[config.mk]
export PLATFORM = sky130hd
export DESIGN_NAME = din_serial_port
export DESIGN_NICKNAME = d
export VERILOG_FILES = /design/src/rtl/din_spi_pkg.sv /design/src/rtl/din_spi_ctrl.sv /design/src/rtl/din_spi_datapath.sv /design/src/rtl/din_serial_port.sv
export SDC_FILE = /design/constraint.sdc
export NUM_CORES = 1
export LEC_CHECK = 0
export BUFFER_PORTS_ARGS = -buffer_cell sky130_fd_sc_hd__buf_2
export CAP_MARGIN = 25
export CORE_AREA = 2 2 77 79
export DETAILED_ROUTE_END_ITERATION = 10
export DIE_AREA = 0 0 79 81
export SYNTH_ARGS = -nofsm -noshare
export SYNTH_HDL_FRONTEND = slang
export SYNTH_SLANG_ARGS = --single-unit
[constraint.sdc]
create_clock -name clk -period 4.3 [get_ports clk]
set_input_delay 0.86 -clock clk [delete_from_list [all_inputs] [get_ports clk]]
set_output_delay 0.86 -clock clk [all_outputs]
set_load 0.02 [all_outputs]
[src/rtl/din_spi_pkg.sv]
package din_spi_pkg;

  // Strobes from the control to the datapath, one system clock wide except active
  typedef struct packed {
    logic load;    // capture inputs into the shift register
    logic sample;  // take a bit from serial data in
    logic shift;   // advance the shift register
    logic commit;  // move shift contents to the mode register
    logic active;  // a cycle is in progress
  } strb_t;

endpackage

[src/rtl/din_spi_ctrl.sv]
module din_spi_ctrl
  import din_spi_pkg::*;
#(
  parameter int NCH         = 8,
  parameter int SYNC_STAGES = 2
) (
  input  logic  clk,
  input  logic  rstN,
  input  logic  csN,
  input  logic  regSel,
  input  logic  sclk,
  input  logic  sdi,
  output logic  sdiSync,
  output strb_t strobes
);

  localparam int CNT_W   = $clog2(NCH + 1);
  localparam int N_PINS  = 3;
  localparam logic [N_PINS-1:0] PIN_IDLE = 3'b100; // {csN, sclk, sdi}

  logic [N_PINS-1:0] pinRaw;
  logic [N_PINS-1:0] syncStage [SYNC_STAGES];
  logic [N_PINS-1:0] pinSync;

  assign pinRaw = {csN, sclk, sdi};

  // Synchronizer chain, one register per stage
  for (genvar s = 0; s < SYNC_STAGES; s++) begin : g_sync
    always_ff @(posedge clk or negedge rstN) begin
      if (!rstN) begin
        syncStage[s] <= PIN_IDLE;
      end else if (s == 0) begin
        syncStage[s] <= pinRaw;
      end else begin
        syncStage[s] <= syncStage[(s > 0) ? s - 1 : 0];
      end
    end
  end

  assign pinSync = syncStage[SYNC_STAGES-1];
  assign sdiSync = pinSync[0];

  logic csNowN, sclkNow, csPrevN, sclkPrev;
  assign csNowN  = pinSync[2];
  assign sclkNow = pinSync[1];

  always_ff @(posedge clk or negedge rstN) begin
    if (!rstN) begin
      csPrevN  <= 1'b1;
      sclkPrev <= 1'b0;
    end else begin
      csPrevN  <= csNowN;
      sclkPrev <= sclkNow;
    end
  end

  logic csFall, csRise, sclkRise, sclkFall;
  assign csFall   = csPrevN & ~csNowN;
  assign csRise   = ~csPrevN & csNowN;
  assign sclkRise = ~sclkPrev & sclkNow;
  assign sclkFall = sclkPrev & ~sclkNow;

  logic             inCycle;
  logic             writeCycle;
  logic [CNT_W-1:0] riseCnt;

  always_ff @(posedge clk or negedge rstN) begin
    if (!rstN) begin
      inCycle    <= 1'b0;
      writeCycle <= 1'b0;
      riseCnt    <= '0;
    end else if (csFall) begin
      inCycle    <= 1'b1;
      writeCycle <= regSel;
      riseCnt    <= '0;
    end else if (csRise) begin
      inCycle    <= 1'b0;
    end else if (inCycle && sclkRise && riseCnt != CNT_W'(NCH)) begin
      riseCnt    <= riseCnt + 1'b1;
    end
  end

  always_comb begin
    strobes.load   = csFall;
    strobes.sample = inCycle & ~csRise & sclkRise;
    strobes.shift  = inCycle & ~csRise & sclkFall;
    strobes.commit = inCycle & csRise & writeCycle & (riseCnt == CNT_W'(NCH));
    strobes.active = inCycle;
  end

endmodule

[src/rtl/din_spi_datapath.sv]
module din_spi_datapath
  import din_spi_pkg::*;
#(
  parameter int NCH = 8
) (
  input  logic           clk,
  input  logic           rstN,
  input  strb_t          strobes,
  input  logic           sdiSync,
  input  logic [NCH-1:0] chanIn,
  output logic           sdo,
  output logic           sdoEn,
  output logic [NCH-1:0] chanMode
);

  logic [NCH-1:0] shiftReg;
  logic           sdiHold;
  logic           holdPending;
  logic [NCH-1:0] shiftNext;

  // Contents the register would hold once the pending bit is shifted in
  assign shiftNext = {shiftReg[NCH-2:0], sdiHold};

  always_ff @(posedge clk or negedge rstN) begin
    if (!rstN) begin
      shiftReg    <= '0;
      sdiHold     <= 1'b0;
      holdPending <= 1'b0;
    end else if (strobes.load) begin
      shiftReg    <= chanIn;
      holdPending <= 1'b0;
    end else if (strobes.sample) begin
      sdiHold     <= sdiSync;
      holdPending <= 1'b1;
    end else if (strobes.shift && holdPending) begin
      shiftReg    <= shiftNext;
      holdPending <= 1'b0;
    end
  end

  always_ff @(posedge clk or negedge rstN) begin
    if (!rstN) begin
      chanMode <= '0;
    end else if (strobes.commit) begin
      chanMode <= holdPending ? shiftNext : shiftReg;
    end
  end

  assign sdo   = shiftReg[NCH-1];
  assign sdoEn = strobes.active;

endmodule

[src/rtl/din_serial_port.sv]
module din_serial_port
  import din_spi_pkg::*;
#(
  parameter int NCH         = 8,
  parameter int SYNC_STAGES = 2
) (
  input  logic           clk,
  input  logic           rstN,
  input  logic           csN,
  input  logic           regSel,
  input  logic           sclk,
  input  logic           sdi,
  output logic           sdo,
  output logic           sdoEn,
  input  logic [NCH-1:0] chanIn,
  output logic [NCH-1:0] chanMode
);

  strb_t strobes;
  logic  sdiSync;

  din_spi_ctrl #(.NCH(NCH), .SYNC_STAGES(SYNC_STAGES)) u_ctrl (
    .clk(clk), .rstN(rstN), .csN(csN), .regSel(regSel),
    .sclk(sclk), .sdi(sdi), .sdiSync(sdiSync), .strobes(strobes)
  );

  din_spi_datapath #(.NCH(NCH)) u_dp (
    .clk(clk), .rstN(rstN), .strobes(strobes), .sdiSync(sdiSync),
    .chanIn(chanIn), .sdo(sdo), .sdoEn(sdoEn), .chanMode(chanMode)
  );

endmodule

; ---- After elaboration in Yosys (flattened, before gate mapping)
; Cells that the tools add are included.
[word_totals]
regBits = 32
output_inout_bits = 10
wordCells = 54
[classes]
add_sub_neg = 1
n_eq_ne = 4
n_mux = 12
n_bitwise = 16
reduce_logical = 10
[op_table]
columns = operator, n
row1 = 8-bit 2-to-1 mux, 4
row2 = 4-bit 2-to-1 mux, 3
row3 = 1-bit bitwise AND, 10
row4 = 1-bit inverter, 6
row5 = 2-bit AND reduction, 3
row6 = 2-bit nonzero test, 3
row7 = 1-bit 2-to-1 mux, 5
row8 = 4-bit by 1-bit adder with 4-bit output (second input constant), 1
row9 = 4-bit == test (second input constant), 1
row10 = 2-bit by 1-bit != test with 1-bit output (second input constant), 2
row11 = 4-bit != test (second input constant), 1
row12 = 1-bit logical AND, 3
row13 = 3-bit nonzero test, 1

; ---- Logic depth before layout (Yosys ltp)
[depth]
word_depth = 9
depth_mapped = 6

; ---- By module
; From an unflattened synthesis, not the netlist that was laid out.
[hier_totals]
cells_unflattened = 141
area_unflattened_um2 = 1487.7
[by_module_without_submodules]
columns = mod, instances, cells_per_inst, area_per_inst_um2, seq_area_each_um2
row1 = din_spi_datapath, 1, 87, 852.1, 450.4
row2 = din_spi_ctrl, 1, 54, 635.6, 354.1

; ---- Worst setup path before layout
; Ideal clock, no wire load.
[synth_timing]
path_kind = flip-flop to flip-flop
from = register u_ctrl.csPrevN
to = register u_ctrl.riseCnt[3]
setup_time_ns = 0.069
arrival_time_ns = 1.579
required_ns = 4.231
setup_slack_ns = 2.652
stages_incl_launch_ff = 6
n_path_buf = 0
path_cell_list = dfstp_2 -> inv_1 -> ha_1 -> nand4bb_1 -> or4_1 -> nand3_1
[synth_between]
elab_chain_cells = 4
word_cells_on_any_way = 7
cone_classes = 1 x eq/ne / 1 x mux / 3 x bitwise / 2 x reduce/logical
[synth_lines]
columns = element, line_no
row1 = "start, declared", din_spi_ctrl.sv:43  ; logic csNowN, sclkNow, csPrevN, sclkPrev;
row2 = "start signal, assigned", din_spi_ctrl.sv:52  ; csPrevN <= csNowN;
row3 = 1-bit inverter, din_spi_ctrl.sv:59  ; assign csRise = ~csPrevN & csNowN;
row4 = 1-bit bitwise AND, din_spi_ctrl.sv:59
row5 = 2-bit by 1-bit != test with 1-bit output (no source line), n/a
row6 = 2-bit AND reduction (no source line), n/a
row7 = "end signal, assigned", din_spi_ctrl.sv:79  ; riseCnt <= riseCnt + 1'b1;
row8 = "end, declared", din_spi_ctrl.sv:65  ; logic [CNT_W-1:0] riseCnt;
; Parallel ways exist; a longest one is shown, timed or not.
; A chain may end at the register's enable or synchronous reset.

==> implementation parameters <==
Parameter                              Value

Place
  Buffers on Ports    23
  DP Worst Slack    2.355 ns
  DP HPWL    around 1900 µm
  Placer Congestion    slightly below 0.7

Yosys
  Number of synthesized register bits    32
  Sequential cell area fraction in the yosys report    between 50 and 60%
  Synthesized area per cell    11.57 µm²
  Warning count from the yosys run    0
  Synthesized area    0.001504 mm²
  Gate Count Post-Synth    130
  Mapped Nets    about 150
  Number of distinct library cells after synthesis    28

GRT
  Largest net degree at the start of global routing    33
  GR Util All Layers    10.02%
  Via count of the first global-routing pass    ~1000
  First-pass GRT wire length    4954 µm
  GR Overflow Total    0
  Initial antenna violation count    0

Floorplan
  Die Outline Area    roughly 0.0064 mm²
  # IOs    24
  Height of the die    between 80 and 90 µm
  Cell Rows    28
  Starting utilization of the core area    26.50%
  Core region area    around 0.0057 mm²
  Chip width    ~80 µm

Drt
  Routed WL    ~2800 µm
  Number of DRC violations after detailed routing    0
  Remaining antenna violation count after routing    0
  Via count    1070
  Via density    roughly 4.6
  Routed wire length per instance    12.32 µm
  First drt pass iteration count    4
  DRC marker count from the first detailed-route iteration    38

Min path
  Path class of the lowest-slack min-delay path    reg2reg

Finish
  Proportion of layout cells with a drive suffix above 1    35.26%
  Final core area utilization    32.03%
  Antenna diode instance count    0
  FILL cells    600
  Layout area overhead    20.88%
  Number of nets in the finished design    173

Power
  Proportion of power drawn by combinational gates    roughly 14%
  Leakage    0.0008325 µW
  Switching part of the total    24.79%
  Net Switching    193.4 µW
  Cell-internal power    approximately 600 µW
  Relative contribution of sequential cells to total power    between 40 and 50%
  Pwr dens    about 430 mW/mm²
  Clock power frac    40.6%
  Largest voltage drop on the vdd net    0.2255 mV

Timing
  Final critical path time including I/O delays and setup    just under 2 ns
  Number of hold violations in the final report    0
  Highest attainable clock frequency    around 520 MHz
  Unrepaired setup endpoints after global routing    no
  Final setup slack of the worst path    between 2 and 2.5 ns
  Final period utilization    between 40% and 50%
  Max_slew headroom    between 40% and 50%
  Transition time at the pin with the least slew margin    ~0.83 ns
  Final-layout setup total negative slack    0 ns
  Number of pins with negative max-slew slack in the final report    0
  Number of failing setup endpoints in the final timing report    0
  Setup clock skew after layout    between 0.007 and 0.008 ns

Clock network
  Number of hold buffers added after cts    0
  CTS tree    yes
  Clock transition at the registers of the reported paths    ~0.06 ns
  PostCTS Resize Cnt    0
  Clock latency reported for the late side of the worst-skew pair    0.29 ns
  Clk sinks    32
  Max clock buf depth    2
  H-tree level count    2
  CTS Root Cell    sky130_fd_sc_hd__clkbuf_8
  Setup Fix Bufs, Post-CTS    0
  Number of buffers created by CTS    5

Setup path
  Worst Setup End Kind    register
  Element type at the critical path start    register
  CP Max Fanout    26
  Kind of critical path    reg2reg
  Data arrival time of the critical path    2.10 ns
  Worst EP required    4.47 ns

Outcome
  Outcome    complete, no violations

Flow run
  MaxCap Viol Count    0
-- synth_stat cells --
cell	n	share of area, %
sky130_fd_sc_hd__and4bb_2	2	1.7
sky130_fd_sc_hd__a22o_1	1	0.58
sky130_fd_sc_hd__mux2_2	16	12
sky130_fd_sc_hd__buf_2	2	0.67
sky130_fd_sc_hd__dfstp_2	3	5.2
sky130_fd_sc_hd__nor3b_1	2	1.0
sky130_fd_sc_hd__nand2b_1	1	0.42
sky130_fd_sc_hd__and2_1	4	1.7
sky130_fd_sc_hd__nand4bb_1	2	1.5
sky130_fd_sc_hd__and4_1	1	0.58
sky130_fd_sc_hd__a21o_1	4	2.0
sky130_fd_sc_hd__and2b_2	1	0.58
sky130_fd_sc_hd__a31oi_1	4	1.7
sky130_fd_sc_hd__or4_1	1	0.50
sky130_fd_sc_hd__nand4b_1	1	0.58
sky130_fd_sc_hd__dfrtp_1	29	48
sky130_fd_sc_hd__inv_1	5	1.2
sky130_fd_sc_hd__a21oi_1	15	5.0
sky130_fd_sc_hd__nor2b_1	9	3.7
sky130_fd_sc_hd__clkbuf_1	3	0.75
sky130_fd_sc_hd__nand3_1	2	0.67
sky130_fd_sc_hd__a211o_2	1	0.67
sky130_fd_sc_hd__nand3b_1	2	1.0
sky130_fd_sc_hd__nor2_2	1	0.42
sky130_fd_sc_hd__ha_1	4	3.3
sky130_fd_sc_hd__o21ai_0	10	3.3
sky130_fd_sc_hd__nor2_1	2	0.50
sky130_fd_sc_hd__nand2_1	2	0.50
-- path summary, 6_finish.rpt --
check / end / from / cells past startpoint / slack (ns)
worst min register to register: u_ctrl.pinSync[1] / u_ctrl.syncStage[4] / 0 / 0.35
min in group asynchronous: u_dp.chanMode[3] / rstN / 1 / 0.62
worst max-delay path: u_ctrl.riseCnt[2] / u_ctrl.csPrevN / 4 / 2.36
worst min-delay path: u_ctrl.pinSync[1] / u_ctrl.syncStage[4] / 0 / 0.35
max in group asynchronous: u_ctrl.riseCnt[2] / rstN / 1 / 3.22
worst max register to register: u_ctrl.riseCnt[2] / u_ctrl.csPrevN / 4 / 2.36
-- critical path, stage by stage, from the launching register on --
cell and delay, ns:
sky130_fd_sc_hd__dfstp_2 0.53, sky130_fd_sc_hd__ha_1 0.70, sky130_fd_sc_hd__nor2_1 0.10, sky130_fd_sc_hd__and4_1 0.23, sky130_fd_sc_hd__a211o_2 0.27
-- through the flow --
stage | std cells | hold WS [ns] | power (µW) | cell area, µm²
5_1_grt | 231 | 0.3661 | 818.9 | 1818
3_5_place_dp | 223 | 0.3364 | 470.3 | 1692
2_1_floorplan | 130 | 0.3312 | 436.9 | 1504
4_1_cts | 231 | 0.3511 | 789.8 | 1818
6_report | 231 | 0.3491 | 780.2 | 1818
3_3_place_gp | 223 | 0.3331 | 468.5 | 1692
-- cell families after synthesis --
| logic type | after synthesis | synth area share [%] |
|---|---|---|
| AO/OA/AOI/OAI | 35 | 13.23 |
| AND/OR/NAND/NOR | 33 | 15.31 |
| flip-flops | 32 | 53.49 |
| multiplexers | 16 | 11.98 |
| buffers and inverters | 10 | 2.662 |
| adder cells (fa/ha/maj) | 4 | 3.328 |
-- cell type report --
cell class,instances,area [µm²],share of cell area [%]
Clock inverter,1,30.03,1.652
Sequential cell,32,804.5,44.25
Inverter,5,18.77,1.032
Clock buffer,7,96.34,5.299
Tap cell,75,93.84,5.162
Timing Repair Buffer,23,115.1,6.332
Multi-Input combinational cell,88,659.4,36.27
-- power by group through the flow --
| stage | clock (µW) | sequential, µW | combinational [µW] |
|---|---|---|---|
| floorplan | 0 | 353 | 83.8 |
| global placement | 0 | 362 | 106 |
| detailed placement | 0 | 364 | 107 |
| CTS | 325 | 358 | 107 |
| global route | 335 | 364 | 120 |
| finish | 317 | 358 | 106 |
-- layout by cell type (no fill, tap or decap) --
| master | n |
|---|---|
| sky130_fd_sc_hd__and2b_2 | 1 |
| sky130_fd_sc_hd__and2_1 | 4 |
| sky130_fd_sc_hd__dfrtp_1 | 29 |
| sky130_fd_sc_hd__nor2b_1 | 9 |
| sky130_fd_sc_hd__a211o_2 | 1 |
| sky130_fd_sc_hd__and4_1 | 1 |
| sky130_fd_sc_hd__nand3_1 | 2 |
| sky130_fd_sc_hd__and4bb_2 | 2 |
| sky130_fd_sc_hd__a21oi_1 | 15 |
| sky130_fd_sc_hd__a21o_1 | 4 |
| sky130_fd_sc_hd__or4_1 | 1 |
| sky130_fd_sc_hd__nand3b_1 | 2 |
| sky130_fd_sc_hd__a31oi_1 | 4 |
| sky130_fd_sc_hd__bufinv_16 | 1 |
| sky130_fd_sc_hd__ha_1 | 4 |
| sky130_fd_sc_hd__nor2_1 | 2 |
| sky130_fd_sc_hd__nor2_2 | 1 |
| sky130_fd_sc_hd__clkbuf_8 | 7 |
| sky130_fd_sc_hd__dfstp_2 | 3 |
| sky130_fd_sc_hd__inv_1 | 5 |
| sky130_fd_sc_hd__nand4b_1 | 1 |
| sky130_fd_sc_hd__nand2b_1 | 1 |
| sky130_fd_sc_hd__buf_2 | 23 |
| sky130_fd_sc_hd__a22o_1 | 1 |
| sky130_fd_sc_hd__nor3b_1 | 2 |
| sky130_fd_sc_hd__mux2_2 | 16 |
| sky130_fd_sc_hd__nand4bb_1 | 2 |
| sky130_fd_sc_hd__o21ai_0 | 10 |
| sky130_fd_sc_hd__nand2_1 | 2 |
-- registers in the layout, indices dropped and copies added (netlist names), 3 cells and up --
name,flops
u_ctrl.riseCnt,4
u_ctrl.pinSync,3
u_dp.shiftReg,8
u_dp.chanMode,8
u_ctrl.syncStage,3
-- per-layer routing --
layer | GRT usage (%) | part of all wire, % | up-vias | wire (µm)
met5 | 0 | 0 | - | 0
met4 | 5.172 | 2.0 | 0 | 56
met3 | 2.444 | 3.8 | 5 | 108
met2 | 15.85 | 46 | 19 | 1314
met1 | 12.77 | 48 | 531 | 1366
li1 | - | - | 515 | -
(Power assumes the default switching activity.)
